### config.mk
export PLATFORM = sky130hd
export DESIGN_NAME = i2c_dac_addr_slave
export DESIGN_NICKNAME = d
export VERILOG_FILES = /design/src/rtl/i2c_dac_addr_slave.sv
export SDC_FILE = /design/constraint.sdc
export NUM_CORES = 1
export LEC_CHECK = 0
export ABC_CLOCK_PERIOD_IN_PS = 2300
export BUFFER_PORTS_ARGS = -buffer_cell sky130_fd_sc_hd__buf_2
export CAP_MARGIN = 5
export CORE_ASPECT_RATIO = 1.1
export CORE_UTILIZATION = 51
export CTS_CLUSTER_DIAMETER = 100
export DETAILED_ROUTE_END_ITERATION = 16
export PLACE_DENSITY = 0.74
export REMOVE_ABC_BUFFERS = 1
export SKIP_LAST_GASP = 1
export SYNTH_ARGS = -nofsm -noshare
export SYNTH_HDL_FRONTEND = slang
export SYNTH_SLANG_ARGS = --single-unit
### constraint.sdc
create_clock -name clk -period 2.3 [get_ports clk]
set_input_delay 0.23 -clock clk [delete_from_list [all_inputs] [get_ports clk]]
set_output_delay 0.23 -clock clk [all_outputs]
set_load 0.01 [all_outputs]
### src/rtl/i2c_dac_addr_slave.sv
module i2c_dac_addr_slave #(
  parameter logic [1:0] ADDR_HI2  = 2'b00,
  parameter int         REG_BYTES = 3,
  parameter int         NV_BYTES  = 3
) (
  input  logic                   clk,
  input  logic                   rst_n,
  input  logic                   scl_in,
  input  logic                   sda_in,
  input  logic                   a0_pin,
  input  logic [8*REG_BYTES-1:0] live_reg,
  input  logic [8*NV_BYTES-1:0]  nv_reg,
  output logic                   sda_oe,
  output logic                   cmd_valid,
  output logic [7:0]             cmd_data,
  output logic                   cmd_first
);
  localparam int TOT = REG_BYTES + NV_BYTES;
  localparam int IW  = (TOT > 1) ? $clog2(TOT) : 1;
  localparam logic [IW-1:0] LAST = IW'(TOT - 1);
  localparam logic [3:0] DEV_CODE = 4'b1100;

  typedef enum logic [2:0] {S_IDLE, S_ADDR, S_WR, S_RD, S_SKIP} st_t;
  st_t st;

  logic [1:0] scl_sy, sda_sy;
  logic scl_q, sda_q, scl_s, sda_s;
  assign scl_s = scl_sy[1];
  assign sda_s = sda_sy[1];

  always_ff @(posedge clk or negedge rst_n)
    if (!rst_n) begin
      scl_sy <= 2'b11; sda_sy <= 2'b11; scl_q <= 1'b1; sda_q <= 1'b1;
    end else begin
      scl_sy <= {scl_sy[0], scl_in}; sda_sy <= {sda_sy[0], sda_in};
      scl_q  <= scl_s;               sda_q  <= sda_s;
    end

  logic start_c, stop_c, rise, fall;
  assign start_c = scl_s & scl_q & sda_q & ~sda_s;
  assign stop_c  = scl_s & scl_q & ~sda_q & sda_s;
  assign rise    = scl_s & ~scl_q;
  assign fall    = ~scl_s & scl_q;

  logic [3:0]       cnt;
  logic [6:0]       sh;
  logic             ack_pend, first, is_rd;
  logic [8*TOT-1:0] snap;
  logic [IW-1:0]    idx;
  logic [7:0]       rx_byte, tx_byte;
  logic             addr_hit;

  assign rx_byte  = {sh, sda_s};
  assign addr_hit = rx_byte[7:1] == {DEV_CODE, ADDR_HI2, a0_pin};
  assign tx_byte  = snap[8*(TOT-1-int'(idx)) +: 8];

  always_ff @(posedge clk or negedge rst_n)
    if (!rst_n) begin
      st <= S_IDLE; cnt <= '0; sh <= '0; ack_pend <= 1'b0; first <= 1'b0;
      is_rd <= 1'b0; snap <= '0; idx <= '0; sda_oe <= 1'b0;
      cmd_valid <= 1'b0; cmd_data <= '0; cmd_first <= 1'b0;
    end else begin
      cmd_valid <= 1'b0;
      if (start_c) begin
        st <= S_ADDR; cnt <= '0; ack_pend <= 1'b0; sda_oe <= 1'b0;
      end else if (stop_c) begin
        st <= S_IDLE; ack_pend <= 1'b0; sda_oe <= 1'b0;
      end else if (rise) begin
        case (st)
          S_ADDR, S_WR:
            if (cnt != 4'd8) begin
              sh  <= rx_byte[6:0];
              cnt <= cnt + 4'd1;
              if (cnt == 4'd7) begin
                if (st == S_WR) begin
                  ack_pend <= 1'b1; cmd_valid <= 1'b1; cmd_data <= rx_byte;
                  cmd_first <= first; first <= 1'b0;
                end else if (addr_hit) begin
                  ack_pend <= 1'b1; is_rd <= rx_byte[0];
                end else begin
                  st <= S_SKIP;
                end
              end
            end else begin
              cnt <= '0; ack_pend <= 1'b0;
              if (st == S_ADDR) begin
                st <= is_rd ? S_RD : S_WR;
                first <= 1'b1; idx <= '0;
                if (is_rd) snap <= {live_reg, nv_reg};
              end
            end
          S_RD:
            if (cnt != 4'd8) cnt <= cnt + 4'd1;
            else if (sda_s) st <= S_IDLE;
            else begin
              cnt <= '0;
              idx <= (idx == LAST) ? '0 : idx + 1'b1;
            end
          default: ;
        endcase
      end else if (fall) begin
        case (st)
          S_RD:         sda_oe <= (cnt != 4'd8) & ~tx_byte[3'd7 - cnt[2:0]];
          S_ADDR, S_WR: sda_oe <= (cnt == 4'd8) & ack_pend;
          default:      sda_oe <= 1'b0;
        endcase
      end
    end

  p_oe_rise_scl_low_r10: assert property (@(posedge clk) disable iff (!rst_n)
    $rose(sda_oe) |-> !scl_s);
  p_skip_silent_r3: assert property (@(posedge clk) disable iff (!rst_n)
    st == S_SKIP |-> (!sda_oe && !cmd_valid));
  p_cmd_in_write_r4: assert property (@(posedge clk) disable iff (!rst_n)
    cmd_valid |-> $past(st) == S_WR);
  p_cmd_pulse_r4: assert property (@(posedge clk) disable iff (!rst_n)
    cmd_valid |=> !cmd_valid);
  p_idle_release_r9: assert property (@(posedge clk) disable iff (!rst_n)
    st == S_IDLE |-> !sda_oe);
  p_idx_range_r5: assert property (@(posedge clk) disable iff (!rst_n)
    st == S_RD |-> idx <= LAST);
endmodule

==> results.json, run 1 <==
{
  "core_sq_mm": 0.00747,
  "maxClockFrequency_mhz": 466,
  "kind_of_cell_with_the_highest_combined_delay_on_the_critical_path": "simple AND/OR/NAND/NOR gates",
  "worst_tran_pin_value_ns": 0.493,
  "worst_hold_path.num_cells": 2,
  "fin_hold_ws_ns": 0.0873,
  "synth_top_cells_by_count": "sky130_fd_sc_hd__dfrtp_1, sky130_fd_sc_hd__mux2_2, sky130_fd_sc_hd__mux2_1",
  "final-max-slew-violation-count": 0,
  "timing_hold_violations_final": 0,
  "synth_xor_xnor_area_share": 0.00665,
  "clkLatencyLatePin_ns": 0.35,
  "synth_most_common_cell": "sky130_fd_sc_hd__dfrtp_1",
  "clock_path_buffers": 2,
  "power.net_switching_w": 0.000765,
  "reg2reg_depth": 5,
  "yosys_register_bits": 85,
  "dieArea_sq_mm": 0.00810,
  "p_int_w": 0.00220,
  "clock-sinks": 85,
  "dpl_cell_area_sq_mm": 0.00445,
  "globalRouteOverflowTotal": 0,
  "setup_tns_ns": 0,
  "area.growth.synth_to_final_pct": 18.5,
  "clk_pin_slew_worst_paths_ns": 0.09,
  "wire_length_of_the_first_global_routing_pass_um": 12600,
  "p_seq_frac": 0.540,
  "synth_fa_ha_area_frac": 0.0158,
  "num_io_pins": 64,
  "post-synth-top-area-cell": "sky130_fd_sc_hd__dfrtp_1",
  "fin_area_sq_mm": 0.00468,
  "synth-edff-count": 0,
  "worstPathBufferInverterCount": 1,
  "timing.critical_path.required_ns": 2.54,
  "critical_path_arrival_ns": 2.38,
  "floorplan.initialDensity": 0.529,
  "slew_margin_rel": 0.669,
  "synthesis.instances": 288,
  "crit_path_max_fanout": 48,
  "finalWeightedCongestion": 0.848,
  "layout-drive-gt1-share": 0.442,
  "endpoint_kind": "register",
  "power.static_leakage_nw": 2.30,
  "critPathLaunchType": "register",
  "cts-htree-levels": 3,
  "p_per_area_mw_per_mm2": 633,
  "worstHoldStart": "nv_reg[10]",
  "main_combinational_cell_family_by_area_after_synthesis": "multiplexers",
  "maxCapViolations": 0,
  "synth.top_cells.by_area": "sky130_fd_sc_hd__dfrtp_1, sky130_fd_sc_hd__mux2_2, sky130_fd_sc_hd__mux4_2, sky130_fd_sc_hd__mux2_1, sky130_fd_sc_hd__dfstp_2",
  "detailroute.via_count": 2572,
  "num-fill-cells": 588,
  "synth.top_cell.area_share": 0.500,
  "fin_worst_skew_ns": 0.0103,
  "wire_per_inst_um": 15.5,
  "switching_part_of_the_total_power": 0.258,
  "place.port_buffers": 63,
  "crit_type": "reg -> reg",
  "dpl.hpwl_um": 5230,
  "cpPeakStageDelay_ns": 0.58,
  "cell_seen_most_often_among_critical_path_stages": "sky130_fd_sc_hd__nor3b_4",
  "holdPathEnd": "snap[10]",
  "detail_route.vias_per_cell": 5.43,
  "pre_cts_slack_ns": 0.161,
  "first_global_vias": 2633,
  "cp_slowest_cell": "sky130_fd_sc_hd__dfstp_2",
  "drt_drc_violations_left": 0,
  "critical_path.cell_chain": "nor3b_4, nand3_1, nor3b_4, buf_12, mux2_2",
  "grt_util_all_layers": 0.203,
  "synth_flop_cell": "sky130_fd_sc_hd__dfrtp_1",
  "inserted_clock_buffers": 9,
  "totalPowerFinal_w": 0.00296,
  "dieWidth_um": 85.9,
  "vdd_drop_max_mv": 0.375,
  "floorplan.die.height_um": 94.3,
  "setup_ws_post_layout_ns": 0.155,
  "power_frac_comb": 0.107,
  "proportion_of_synthesized_chip_area_in_sequential_cells": 0.540,
  "worstHoldPathType": "in -> reg",
  "avgSynthCellArea_sq_um": 13.7,
  "synth_simple_gate_area_share": 0.0766,
  "setup_repair_after_global_routing_missed_its_margin": "false",
  "cts_tree": "done",
  "final_net_count": 422,
  "asyncSetResetFlopFracSynth": 1.00,
  "clockRootBuffer": "sky130_fd_sc_hd__clkbuf_8",
  "netlist-cell-type-count": 49,
  "synth_mux_area_frac": 0.267,
  "initial_antenna_violation_count": 0,
  "fin_crit_sh": 0.933,
  "layout_min_cycle_time_ns": 2.15,
  "cell_area_after_synthesis_sq_mm": 0.00395,
  "share_clk_of_total_power": 0.353,
  "r2r_setup_slack_ns": 0.15,
  "yosys_warnings": 0,
  "r2r-start": "scl_sy[1]",
  "setup_viol_count_final": 0,
  "synth-compound-area-share": 0.0700,
  "outcome": "complete, no violations",
  "reg2reg_to": "snap[41]",
  "drt_pass1_iterations": 4,
  "postCtsSetupBuffers": 0,
  "row_count": 33,
  "detail_route.iter0.violations": 158,
  "grt_max_degree": 49,
  "final_antenna_diode_count": 0,
  "drtAntennaViolNets": 0,
  "routed_wirelength_um": 7330
}
-- what timing repair did --
item / in CTS / in global routing
hold buffers: 3 / 0
setup endpoints to repair: 0 / 1
gates resized for setup: 0 / 1
hold endpoints to repair: 34 / 0
-- cells in the final DEF (no fill, tap or decap), drive strengths merged, types with 2 or more instances in the layout --
cell type and count:
nor3b 3, mux4 11, ha 5, mux2 69
a21o 3, a2111oi 3, nor2b 2, inv 5
nand2 14, a22o 2, o21ai 13, a21oi 5
dfrtp 79, and2 2, a41oi 2, mux2i 3
xor2 2, nand2b 5, nor2 10, buf 76
clkbuf 9, a31oi 2, clkinv 4, nor3 4
nand3 5, nand3b 4, dfstp 6, dlygate4sd3 3
-- power by group through the flow --
| stage | combinational (W) | clock [W] | sequential [W] |
|---|---|---|---|
| 2_1_floorplan | 0.000136 | 0 | 0.00162 |
| 3_3_place_gp | 0.000310 | 0 | 0.00162 |
| 3_5_place_dp | 0.000314 | 0 | 0.00163 |
| 4_1_cts | 0.000319 | 0.00107 | 0.00160 |
| 5_1_grt | 0.000355 | 0.00112 | 0.00161 |
| 6_report | 0.000318 | 0.00104 | 0.00160 |
-- kinds of logic after synthesis --
logic type      Yosys count
xor+xnor                  3
compound gates           40
mux                      83
simple gates             54
flops                    85
fa+ha+maj                 5
buf+inv                  18
-- worst register-to-register path, cell delays in order, from the launching register on --
cell                      delay, ns
sky130_fd_sc_hd__dfstp_2       0.58
sky130_fd_sc_hd__nor3b_4       0.31
sky130_fd_sc_hd__nand3_1       0.20
sky130_fd_sc_hd__nor3b_4       0.26
sky130_fd_sc_hd__buf_12        0.28
sky130_fd_sc_hd__mux2_2        0.40
-- cell type report --
cell class	count	area [sq um]	area share
clock buffer	9	124	0.0265
clock inverter	7	73.8	0.0158
inverter	4	15.0	0.00321
multi-input combinational	185	1730	0.370
sequential	85	2130	0.456
tap	105	131	0.0281
timing repair buffer	79	470	0.101
-- worst max-delay path by stage --
stage / startpoint / endpoint / depth (start not counted)
final: scl_sy[1] / snap[41] / 5
after global routing: scl_sy[1] / snap[35] / 5
after CTS: scl_sy[1] / snap[47] / 5
after detailed placement: scl_sy[1] / snap[47] / 5
after global placement: scl_sy[1] / snap[34] / 5
after floorplan: cnt[0] / snap[18] / 6
-- per-layer routing --
| metal | up-vias | global-route usage | share of wire |
|---|---|---|---|
| li1 | 1214 | - | - |
| met3 | 15 | 0.0466 | 0.034 |
| met2 | 58 | 0.321 | 0.49 |
| met4 | 0 | 0.0819 | 0.020 |
| met5 | - | 0 | 0 |
| met1 | 1285 | 0.271 | 0.45 |
-- flip-flops by register name, summed over array words and instances, names as in the netlist --
signal     flops
scl_sy         2
sh             7
ack_pend       1
idx            3
scl_q          1
sda_oe         1
sda_sy         2
cmd_first      1
cnt            4
cmd_valid      1
is_rd          1
sda_q          1
cmd_data       8
first          1
st             3
snap          48
-- per-stage QoR --
stage,utilization,std cells
2_1_floorplan,-,274
3_3_place_gp,0.596,455
5_1_grt,0.626,474
6_report,0.626,474
3_5_place_dp,0.596,455
4_1_cts,0.626,474
(Power assumes the default switching activity.)
==> run 2: changes to the inputs <==
--- a/config.mk
+++ b/config.mk
@@ -5,6 +5,7 @@
 export SDC_FILE = /design/constraint.sdc
 export NUM_CORES = 1
 export LEC_CHECK = 0
+export ABC_AREA = 1
 export ABC_CLOCK_PERIOD_IN_PS = 2300
 export BUFFER_PORTS_ARGS = -buffer_cell sky130_fd_sc_hd__buf_2
 export CAP_MARGIN = 5
@@ -12,6 +13,7 @@
 export CORE_UTILIZATION = 51
 export CTS_CLUSTER_DIAMETER = 100
 export DETAILED_ROUTE_END_ITERATION = 16
+export MAX_ROUTING_LAYER = met4
 export PLACE_DENSITY = 0.74
 export REMOVE_ABC_BUFFERS = 1
 export SKIP_LAST_GASP = 1
==> results.json, run 2 <==
{
  "share_clk_of_total_power": 0.360,
  "grt_util_all_layers": 0.233,
  "power.static_leakage_nw": 2.46,
  "number_of_standard_cells_in_the_final_layout_excluding_fillers": 673,
  "layout_common_cells": "sky130_fd_sc_hd__nand2_1, sky130_fd_sc_hd__dfrtp_1, sky130_fd_sc_hd__buf_2",
  "layout_min_cycle_time_ns": 2.08,
  "maxClockFrequency_mhz": 481,
  "timing.critical_path.required_ns": 2.57,
  "place.port_buffers": 63,
  "cts_tree": "done",
  "final_net_count": 618,
  "fin_hold_ws_ns": 0.0897,
  "timing_hold_violations_final": 0,
  "worstHoldPathType": "in -> reg",
  "fin_worst_skew_ns": 0.00970,
  "dieArea_sq_mm": 0.00844,
  "clk_pin_slew_worst_paths_ns": 0.08,
  "synth-edff-count": 0,
  "clkLatencyLatePin_ns": 0.35,
  "post-synth-top-area-cell": "sky130_fd_sc_hd__dfrtp_1",
  "clockRootBuffer": "sky130_fd_sc_hd__clkbuf_8",
  "pre_cts_slack_ns": 0.200,
  "largestRegisters": "snap (48), cmd_data (8), sh (7)",
  "detailroute.via_count": 3390,
  "synth_flop_cell": "sky130_fd_sc_hd__dfrtp_1",
  "critPathLaunchType": "register",
  "initial_antenna_violation_count": 0,
  "largest_register_ff_count": 48,
  "final_antenna_diode_count": 0,
  "totalPowerFinal_w": 0.00347,
  "p_per_area_mw_per_mm2": 721,
  "power.net_switching_w": 0.000945,
  "most_common_library_cell_in_the_layout_ignoring_fill_and_taps": "sky130_fd_sc_hd__nand2_1",
  "reg2reg_to": "snap[8]",
  "synth_top_cells_by_count": "sky130_fd_sc_hd__nand2_1, sky130_fd_sc_hd__dfrtp_1, sky130_fd_sc_hd__inv_1",
  "worst_tran_pin_value_ns": 0.517,
  "yosys_register_bits": 85,
  "switching_part_of_the_total_power": 0.272,
  "setup_tns_ns": 0,
  "outcome": "complete, no violations",
  "asyncSetResetFlopFracSynth": 1.00,
  "yosys_warnings": 0,
  "drtAntennaViolNets": 0,
  "avgSynthCellArea_sq_um": 8.32,
  "detail_route.vias_per_cell": 5.04,
  "synth.top_cell.area_share": 0.480,
  "cts-htree-levels": 3,
  "globalRouteOverflowTotal": 0,
  "holdPathEnd": "snap[31]",
  "inserted_clock_buffers": 9,
  "drt_pass1_iterations": 4,
  "routed_wirelength_um": 8690,
  "reg2reg_depth": 8,
  "register_with_the_highest_flop_count": "snap",
  "floorplan.die.height_um": 96.3,
  "final-max-slew-violation-count": 0,
  "proportion_of_synthesized_chip_area_in_sequential_cells": 0.518,
  "fin_crit_sh": 0.904,
  "setup_ws_post_layout_ns": 0.222,
  "setup_viol_count_final": 0,
  "drt_drc_violations_left": 0,
  "first_global_vias": 3204,
  "cp_slowest_cell": "sky130_fd_sc_hd__dfrtp_1",
  "crit_type": "reg -> reg",
  "clock-sinks": 85,
  "cpPeakStageDelay_ns": 0.59,
  "worst_hold_path.num_cells": 2,
  "p_seq_frac": 0.482,
  "worstHoldStart": "live_reg[7]",
  "row_count": 34,
  "setup_repair_after_global_routing_missed_its_margin": "false",
  "r2r_setup_slack_ns": 0.22,
  "dp.cells": 654,
  "dieWidth_um": 87.7,
  "synth_most_common_cell": "sky130_fd_sc_hd__nand2_1",
  "wire_length_of_the_first_global_routing_pass_um": 14600,
  "num_io_pins": 64,
  "p_int_w": 0.00253,
  "r2r-start": "cnt[0]",
  "endpoint_kind": "register",
  "crit_path_max_fanout": 22,
  "layout-drive-gt1-share": 0.219,
  "power_frac_comb": 0.158,
  "vdd_drop_max_mv": 0.433,
  "cell_area_after_synthesis_sq_mm": 0.00412,
  "synthesis.instances": 495,
  "synth.top_cells.by_area": "sky130_fd_sc_hd__dfrtp_1, sky130_fd_sc_hd__nand2_1, sky130_fd_sc_hd__a21oi_1, sky130_fd_sc_hd__nand3_1, sky130_fd_sc_hd__inv_1",
  "slew_margin_rel": 0.655,
  "netlist-cell-type-count": 38,
  "area.growth.synth_to_final_pct": 16.9,
  "wire_per_inst_um": 12.9,
  "postCtsSetupBuffers": 0,
  "core_sq_mm": 0.00787,
  "critical_path_arrival_ns": 2.35,
  "maxCapViolations": 0,
  "critical_path.cell_chain": "inv_2, ha_1, nand3_4, nor2_2, nand2_2, buf_4, nor2_1, a21oi_1",
  "floorplan.initialDensity": 0.524,
  "finalWeightedCongestion": 0.911,
  "dpl.hpwl_um": 6000,
  "detail_route.iter0.violations": 131,
  "clock_path_buffers": 2,
  "grt_max_degree": 47
}
[run 2: cell count changes in the layout (fill, tap and decap cells not counted), sizes merged, moves of 14 or more]
cell   delta
nand2   +101
inv      +66
mux2     -60
nor2     +45
nand3    +41
a21oi    +39
o21ai    +14
[run 2: routing by layer]
layer,vias up,global-route usage,part of all wire
met2,80,0.380,0.49
met4,0,0.0820,0.012
met1,1602,0.295,0.46
met3,10,0.0386,0.034
met5,-,-,0
li1,1698,-,-
[run 2: power groups by stage]
stage	Clock, W	Sequential (W)	Combinational [W]
6_report	0.00125	0.00167	0.000548
5_1_grt	0.00134	0.00168	0.000626
4_1_cts	0.00127	0.00167	0.000552
3_5_place_dp	0	0.00170	0.000544
3_3_place_gp	0	0.00169	0.000528
2_1_floorplan	0	0.00169	0.000333
[run 2: logic make-up after synthesis]
group           count (synthesis)  share of synthesized area
xor+xnor                        1                    0.00213
compound gates                 81                      0.106
mux                             9                     0.0246
buf+inv                        91                     0.0935
flops                          85                      0.518
simple gates                  223                      0.241
fa+ha+maj                       5                     0.0152
[run 2: worst max-delay path by stage]
stage | startpoint | end | slack, ns | cells past startpoint
after floorplan | cnt[0] | snap[18] | -0.69 | 6
after CTS | idx[1] | sda_oe | 0.18 | 14
after detailed placement | cnt[0] | snap[8] | 0.20 | 8
after global placement | idx[1] | sda_oe | 0.27 | 14
after global routing | cnt[0] | snap[5] | 0.05 | 8
final | cnt[0] | snap[8] | 0.22 | 8
[run 2: layout make-up]
| type | count | area [sq um] |
|---|---|---|
| fillers | 715 | 3060 |
| flip-flops and latches | 85 | 2130 |
| multi-input cells | 319 | 1610 |
| repair buffers | 73 | 425 |
| inverters | 72 | 274 |
| well taps | 108 | 135 |
| clock buffers | 9 | 124 |
| clock inverters | 7 | 114 |
[run 2: timing repair]
action / CTS / global route
setup endpoints to repair: 0 / 3
gates resized for setup: 0 / 2
endpoints found under the hold margin: 38 / 0
hold buffers: 3 / 0
[run 2: per-stage QoR]
step | cell area [sq um] | util
finish | 4810 | 0.612
global route | 4810 | 0.612
CTS | 4810 | 0.611
detailed placement | 4540 | 0.577
global placement | 4540 | 0.577
floorplan | 4010 | -
[run 2: worst max-delay path: cells and delay by family (launching register included)]
family,cells,cell delay (ns)
AOI/OAI and AO/OA,1,0.13
adders and majority gates,1,0.24
buffers and inverters,2,0.39
DFF,1,0.59
and+or+nand+nor,4,0.64
